<file path="config.mk">
export PLATFORM = sky130hd
export DESIGN_NAME = txint_select
export DESIGN_NICKNAME = d
export VERILOG_FILES = /design/src/rtl/txint_pkg.sv /design/src/rtl/txint_fs_sync.sv /design/src/rtl/txint_blk_track.sv /design/src/rtl/txint_err_flag.sv /design/src/rtl/txint_select.sv
export SDC_FILE = /design/constraint.sdc
export NUM_CORES = 1
export LEC_CHECK = 0
export BUFFER_PORTS_ARGS = -buffer_cell sky130_fd_sc_hd__buf_4
export CAP_MARGIN = 15
export CELL_PAD_IN_SITES_DETAIL_PLACEMENT = 2
export CELL_PAD_IN_SITES_GLOBAL_PLACEMENT = 2
export CORE_MARGIN = 1
export CORE_UTILIZATION = 29
export DETAILED_ROUTE_END_ITERATION = 8
export PLACE_DENSITY_LB_ADDON = 0.1
export SLEW_MARGIN = 0
export SYNTH_ARGS = -nofsm -noshare
export SYNTH_HDL_FRONTEND = slang
export SYNTH_SLANG_ARGS = --single-unit
</file>
<file path="constraint.sdc">
create_clock -name clk -period 1.8 [get_ports clk]
set_clock_uncertainty 0.1 [all_clocks]
set_input_delay 0.18 -clock clk [delete_from_list [all_inputs] [get_ports clk]]
set_output_delay 0.18 -clock clk [all_outputs]
set_load 0.05 [all_outputs]
</file>
<file path="src/rtl/txint_pkg.sv">
// Shared types for the transmit interrupt selector.
// Assumes: the select code is the 2-bit value written by software.
package txint_pkg;
    typedef enum logic [1:0] {
        TXI_RDY = 2'b00,
        TXI_BLK = 2'b01,
        TXI_FS  = 2'b10,
        TXI_ERR = 2'b11
    } txi_sel_e;
endpackage

</file>
<file path="src/rtl/txint_fs_sync.sv">
// Brings the frame-sync level into the CPU clock and flags its rising edge.
// Assumes: fsync is held for at least STAGES+1 CPU cycles per pulse.
module txint_fs_sync #(
    parameter int STAGES = 2
) (
    input  logic clk,
    input  logic rst_n,
    input  logic async_i,
    output logic rise_o
);
    localparam int LAST = STAGES - 1;

    logic [STAGES:0] chain_q;

    // Shift the level through the synchronizer and one history flop.
    always_ff @(posedge clk) begin
        if (!rst_n) chain_q <= '0;
        else        chain_q <= {chain_q[STAGES-1:0], async_i};
    end

    assign rise_o = chain_q[LAST] & ~chain_q[STAGES];

    AST_FS_ONE_PULSE: assert property (@(posedge clk) disable iff (!rst_n)
        rise_o |=> !rise_o);
endmodule

</file>
<file path="src/rtl/txint_blk_track.sv">
// Counts channel-slot strobes in blocks of BLK and flags block or frame end.
// Assumes: one strobe per slot; the counter is idle while selection is off.
module txint_blk_track #(
    parameter int BLK = 16
) (
    input  logic clk,
    input  logic rst_n,
    input  logic run_n_i,
    input  logic en_i,
    input  logic stb_i,
    input  logic eof_i,
    output logic evt_o
);
    localparam int CNT_W = (BLK > 1) ? $clog2(BLK) : 1;
    localparam logic [CNT_W-1:0] LAST = CNT_W'(BLK - 1);

    logic [CNT_W-1:0] cnt_q;
    logic             last_slot;

    assign last_slot = (cnt_q == LAST);
    assign evt_o     = en_i & stb_i & (last_slot | eof_i);

    // Advance the slot count; restart at block end, frame end or reset.
    always_ff @(posedge clk) begin
        if (!rst_n || !run_n_i || !en_i) cnt_q <= '0;
        else if (stb_i)                  cnt_q <= (eof_i || last_slot) ? '0 : cnt_q + 1'b1;
    end

    AST_EOF_RESTART: assert property (@(posedge clk) disable iff (!rst_n)
        (stb_i && eof_i) |=> (cnt_q == '0));
    AST_XRST_CLEAR: assert property (@(posedge clk) disable iff (!rst_n)
        !run_n_i |=> (cnt_q == '0));
endmodule

</file>
<file path="src/rtl/txint_err_flag.sv">
// Sticky frame-sync error flag with a set-edge output for the interrupt.
// Assumes: set takes priority over clear in the same cycle.
module txint_err_flag (
    input  logic clk,
    input  logic rst_n,
    input  logic set_i,
    input  logic clr_i,
    output logic flag_o,
    output logic rise_o
);
    logic flag_q;

    // Hold the flag until an explicit clear without a concurrent set.
    always_ff @(posedge clk) begin
        if (!rst_n)     flag_q <= 1'b0;
        else if (set_i) flag_q <= 1'b1;
        else if (clr_i) flag_q <= 1'b0;
    end

    assign flag_o = flag_q;
    assign rise_o = set_i & ~flag_q;

    AST_ERR_SET: assert property (@(posedge clk) disable iff (!rst_n)
        set_i |=> flag_o);
    AST_ERR_STICKY: assert property (@(posedge clk) disable iff (!rst_n)
        (flag_o && !clr_i) |=> flag_o);
endmodule

</file>
<file path="src/rtl/txint_select.sv">
// Transmit interrupt source selector: picks one of four events and emits a
// single-cycle registered interrupt pulse.
// Assumes: all inputs except fsync_i are synchronous to clk.
module txint_select
    import txint_pkg::*;
#(
    parameter int BLK_CHANS   = 16,
    parameter int SYNC_STAGES = 2
) (
    input  logic       clk,
    input  logic       rst_n,
    input  logic       sel_we_i,
    input  logic [1:0] sel_i,
    input  logic       xrdy_i,
    input  logic       mc_en_i,
    input  logic       slot_stb_i,
    input  logic       slot_eof_i,
    input  logic       fsync_i,
    input  logic       syncerr_set_i,
    input  logic       syncerr_clr_i,
    input  logic       xmit_rst_n_i,
    output logic       xint_o,
    output logic       syncerr_o
);
    txi_sel_e sel_q;
    logic     rdy_prev_q;
    logic     rdy_evt, blk_evt, fs_evt, err_evt;
    logic     evt;
    logic     xint_q;

    // Hold the software-written source select.
    always_ff @(posedge clk) begin
        if (!rst_n)        sel_q <= TXI_RDY;
        else if (sel_we_i) sel_q <= txi_sel_e'(sel_i);
    end

    // Track the ready level, also in reset, so release makes no false edge.
    always_ff @(posedge clk) begin
        rdy_prev_q <= xrdy_i;
    end

    assign rdy_evt = xrdy_i & ~rdy_prev_q;

    txint_blk_track #(.BLK(BLK_CHANS)) i_blk (
        .clk     (clk),
        .rst_n   (rst_n),
        .run_n_i (xmit_rst_n_i),
        .en_i    (mc_en_i),
        .stb_i   (slot_stb_i),
        .eof_i   (slot_eof_i),
        .evt_o   (blk_evt)
    );

    txint_fs_sync #(.STAGES(SYNC_STAGES)) i_fs (
        .clk     (clk),
        .rst_n   (rst_n),
        .async_i (fsync_i),
        .rise_o  (fs_evt)
    );

    txint_err_flag i_err (
        .clk     (clk),
        .rst_n   (rst_n),
        .set_i   (syncerr_set_i),
        .clr_i   (syncerr_clr_i),
        .flag_o  (syncerr_o),
        .rise_o  (err_evt)
    );

    // Route the selected source to the interrupt register.
    always_comb begin
        unique case (sel_q)
            TXI_RDY: evt = rdy_evt;
            TXI_BLK: evt = blk_evt;
            TXI_FS:  evt = fs_evt;
            TXI_ERR: evt = err_evt;
            default: evt = 1'b0;
        endcase
    end

    // Register the interrupt so it is a clean one-cycle pulse.
    always_ff @(posedge clk) begin
        if (!rst_n) xint_q <= 1'b0;
        else        xint_q <= evt;
    end

    assign xint_o = xint_q;

    AST_SEL_RESET: assert property (@(posedge clk) disable iff (!rst_n)
        $past(!rst_n) |-> (sel_q == TXI_RDY && !xint_o));
    AST_RDY_CAUSE: assert property (@(posedge clk) disable iff (!rst_n)
        (sel_q == TXI_RDY && !$past(sel_we_i) && xint_o) |-> $past(xrdy_i));
    AST_NOMC_SILENT: assert property (@(posedge clk) disable iff (!rst_n)
        (sel_q == TXI_BLK && !mc_en_i) |=> !xint_o);
    AST_ERR_CAUSE: assert property (@(posedge clk) disable iff (!rst_n)
        (sel_q == TXI_ERR && !$past(sel_we_i) && xint_o) |-> $past(syncerr_set_i));
endmodule

</file>
# Word-level counts from Yosys, hierarchy flattened
# Cells that the tools add are included.
[word_totals]
romBits = 0
out_inout_bits = 2
memories = 0
latchBits = 0
ram_bits = 0
word_cells = 32
regBits = 12
[classes]
bitwise = 9
muxes = 4
shifts = 0
addsub = 1
n_reduce_logical = 8
div_mod_pow = 0
order_cmp = 0
eq_ne = 4
multipliers = 0
[ops]
columns = ["op", "n"]
rows = [
  ["$and A1 B1 Y1", 5],
  ["$add A4 B1 Y4 const B", 1],
  ["$eq A2 B2 Y1 const B", 2],
  ["$eq A4 B4 Y1 const B", 1],
  ["$mux W4", 1],
  ["$pmux W1 S4", 1],
  ["$logic_not A1 Y1", 3],
  ["$logic_or A1 B1 Y1", 3],
  ["$not A1 Y1", 3],
  ["$eq A2 B1 Y1 const B", 1],
  ["$logic_not A2 Y1", 1],
  ["$mux W1", 2],
  ["$reduce_bool A2 Y1", 1],
  ["$or A1 B1 Y1", 1],
]

# Logic depth before layout (Yosys ltp)
[logic_depth]
ltp_word = 4
mapped_depth = 5
depth_no_buf = 5

# By module
# From an unflattened synthesis, not the netlist that was laid out.
[hier_totals]
cells_unflattened = 44
area_unflattened_um2 = 489.2
[modules_own_cells]
columns = ["module", "area_each_um2", "cells_per_inst", "n_inst"]
rows = [
  ["txint_blk_track", 196.4, 20, 1],
  ["txint_select", 150.1, 13, 1],
  ["txint_fs_sync", 92.6, 7, 1],
  ["txint_err_flag", 50.0, 4, 1],
]

# Worst setup path after synthesis
# Ideal clock, no wire load.
[synth_path]
kind = "reg-to-reg"
from = "reg i_blk.cnt_q[0]"
to = "reg i_blk.cnt_q[0]"
path_slack_ns = 0.633
arrival_ns = 1.002
stages_incl_launch_ff = 6
synth_period_minus_slack_ns = 1.167
cell_sequence = "dfxtp_1 > ha_1 > a31o_1 > nor3_1 > a21oi_1 > nor2_1"
[synth_via]
elab_chain_len = 3
elab_cells_between_ends = 4
classes_between = "1 x add/sub; 1 x eq/ne; 1 x mux; 1 x reduce/logical"
[synth_lines]
columns = ["item", "line", "text"]
rows = [
  ["from (decl)", "txint_blk_track.sv:17", "logic [CNT_W-1:0] cnt_q;"],
  ["from (signal assigned)", "txint_blk_track.sv:26", "else if (stb_i) cnt_q <= (eof_i || last_slot) ? '0 : cnt_q + 1'b1;"],
  ["parallel branches: the longest is 2 deep, another holds $add A4 B1 Y4", "n/a", ""],
  ["$mux W4 (*)", "txint_blk_track.sv:26", ""],
]
# Every way passes the cells marked *.
# A chain may end at the register's enable or synchronous reset.

# Worst setup path in the final report
# Ends and elaborated chain as after synthesis.

==> out/metrics.csv <==
stage;metric;value;unit
power_and_ir_drop;p_leak;0.000269;uW
floorplanning;io_pins;15;
floorplanning;fp.dieArea;1830;um2
synthesis;ys_ff_latch;12;
clock_tree;clkLatencyLatePin;0.26;ns
global_route;grt_pass1_vias;490;
synthesis;synthArstFlopShare;0;
synthesis;ys_seq_area_frac;0.499;
final_layout;area_delta_synth_final;35.6;%
placed_design;port_buffers;14;
synthesis;syn-num-nets;64;
placed_design;routabilityCongestion;0.750;
clock_tree;clockRootBuffer;clkbuf_4;
synthesis;syn_area_per_cell;9.63;um2
synthesis;synth_top_area_frac;0.499;
setup_path;rr_worst_depth;5;
worst_hold_path;hp-class;in2reg;
worst_hold_path;worstHoldPathCells;2;
sta;slew_headroom;0.814;
flow_run;max-cap-violations;0;
routing;route.detailed.drc;0;
synthesis;synth_ff_type;dfxtp_1;
routing;wirelength;1100;um
synthesis;synth_cell_types;23;
power_and_ir_drop;irDropWorstVdd;302;uV
sta;rsz0062_at_grt;no;
clock_tree;cts.sinks;12;
sta;tightest_slew;0.275;ns
routing;vias;428;
power_and_ir_drop;power.internal;432;uW
setup_path;worst_setup_path_end_kind;flip-flop;
routing;wl_per_cell;12.9;um
synthesis;synth_edf_count;0;
synthesis;ys.warnings.count;0;
routing;drt-pass1-iter-count;2;
sta;max_freq;789;MHz
synthesis;syn-instance-count;50;
sta;hold_ws;0.0183;ns
sta;hold_violations;0;
setup_path;path_class;reg2reg;
clock_tree;hold_buffers;1;
global_route;overflow;0;
setup_path;start_kind;flip-flop;
power_and_ir_drop;p_switching;126;uW
final_layout;nFillCells;180;
final_layout;fin_nets;84;
floorplanning;dieHeight;42.8;um
sta;finalSetupTns;0;ns
clock_tree;path_clk_slew;0.08;ns
clock_tree;clock_path_buffers;2;
clock_tree;ctsResizeCount;0;
power_and_ir_drop;switching_share;0.225;
routing;ant_nets;0;
final_layout;drive_gt1_frac;0.290;
synthesis;yosys.area.top_type;dfxtp_1;
routing;initialDrtViolationCount;2;
clock_tree;post_cts_buffers;0;
power_and_ir_drop;power_frac_comb;0.120;
final_layout;layout_commonest_cell;buf_4;
global_route;grt.total_usage;0.153;
global_route;grt_max_degree;9;
sta;min_period_over_period;0.704;
final_layout;n_antenna_cell;0;
global_route;grt_pass1_wl;2190;um
power_and_ir_drop;power-per-cell-area;855;nW/um2
sta;fin_crit;1.27;ns
clock_tree;tritoncts;yes;
routing;post_drt_via_cell_ratio;5.04;
sta;setup_viol;0;
setup_path;critPathMaxFanout;4;
final_layout;layout_common_cells;14 x buf_4, 12 x dfxtp_1, 5 x a21oi_1, 4 x nor2b_1;
floorplanning;rows;14;
floorplanning;coreArea;1520;um2
clock_tree;htreeDepth;1;
floorplanning;start_util;0.316;
synthesis;yosys-top-cells-area;dfxtp_1 50%, a21oi_1 5.2%, nor2b_1 5.2%;
global_route;antenna_found_initial;0;
setup_path;cp.required;1.90;ns
power_and_ir_drop;clockPowerShare;0.375;
setup_path;arrival;1.37;ns
clock_tree;cts_inserted_buffers;3;
sta;maxSlewViolCount;0;
synthesis;synth_area;482;um2
power_and_ir_drop;seq_power_share;0.505;
run_status;outcome;finished, final reports clean;
floorplanning;die_x;42.8;um
## area by class of cell
type                            instances  area, um2  area share
Tap cell                               16       20.0      0.0307
Sequential cell                        12        240       0.368
Timing Repair Buffer                   15        115       0.176
Clock buffer                            4       36.3      0.0556
Multi-Input combinational cell         35        230       0.352
Inverter                                3       11.3      0.0172
## routing by layer
layer	up-vias	GRT usage	routed length [um]	share of wire
li1	216	-	-	-
met1	201	0.192	504	0.46
met2	11	0.270	552	0.50
met3	0	0.0383	43	0.039
met4	0	0.0188	0	0
met5	-	0	0	0
## path summary, 6_finish.rpt
kind | start | slack (ns) | end
worst max register to register | i_blk.cnt_q[0]$_SDFFE_PP0P_ | 0.53 | i_blk.cnt_q[0]$_SDFFE_PP0P_
worst min register to register | i_fs.chain_q[0]$_SDFF_PN0_ | 0.34 | i_fs.chain_q[1]$_SDFF_PN0_
worst min-delay path | fsync_i | 0.02 | i_fs.chain_q[0]$_SDFF_PN0_
worst max-delay path | i_blk.cnt_q[0]$_SDFFE_PP0P_ | 0.53 | i_blk.cnt_q[0]$_SDFFE_PP0P_
## critical path, cell delays in order (launching register included)
cell     delay (ns)
dfxtp_1        0.34
ha_1           0.24
a31o_1         0.26
nor3_1         0.14
a21oi_1        0.06
nor2_1         0.08
## logic make-up (layout without fill, tap and decap cells)
group	Yosys count	in the layout	share of synthesized area
muxes	2	2	0.0416
DFF	12	12	0.499
AOI/OAI and AO/OA	13	13	0.169
buffers and inverters	3	22	0.0234
and+or+nand+nor	19	19	0.242
adders and majority gates	1	1	0.0260
## power by group through the flow
stage / clock network, uW / logic, uW / registers, uW
after detailed placement: 0 / 66.1 / 288
after floorplan: 0 / 21.0 / 297
after CTS: 219 / 68.4 / 282
final: 210 / 66.9 / 282
after global routing: 235 / 74.4 / 284
after global placement: 0 / 64.8 / 287
## per-stage QoR
stage / cell area, um2 / util / setup slack [ns] / power (uW) / std cells
after floorplan: 482 / - / 0.633 / 318 / 50
after global placement: 607 / 0.398 / 0.563 / 352 / 80
after detailed placement: 607 / 0.398 / 0.522 / 354 / 80
after CTS: 653 / 0.429 / 0.504 / 569 / 85
after global routing: 653 / 0.429 / 0.383 / 594 / 85
final: 653 / 0.429 / 0.533 / 558 / 85
## state kept, by name, indices dropped and copies added (netlist names)
signal,count
i_fs.chain_q,3
i_blk.cnt_q,4
xint_o,1
i_err.flag_o,1
sel_q,2
rdy_prev_q,1
## Yosys cell counts (all sizes together), types with 2 or more instances
cell type,n
a21boi,2
a21oi,5
and2,3
dfxtp,12
inv,3
mux2i,2
nand3,3
nor2,2
nor2b,4
o21ai,3
Power figures use the tool's default switching activity.
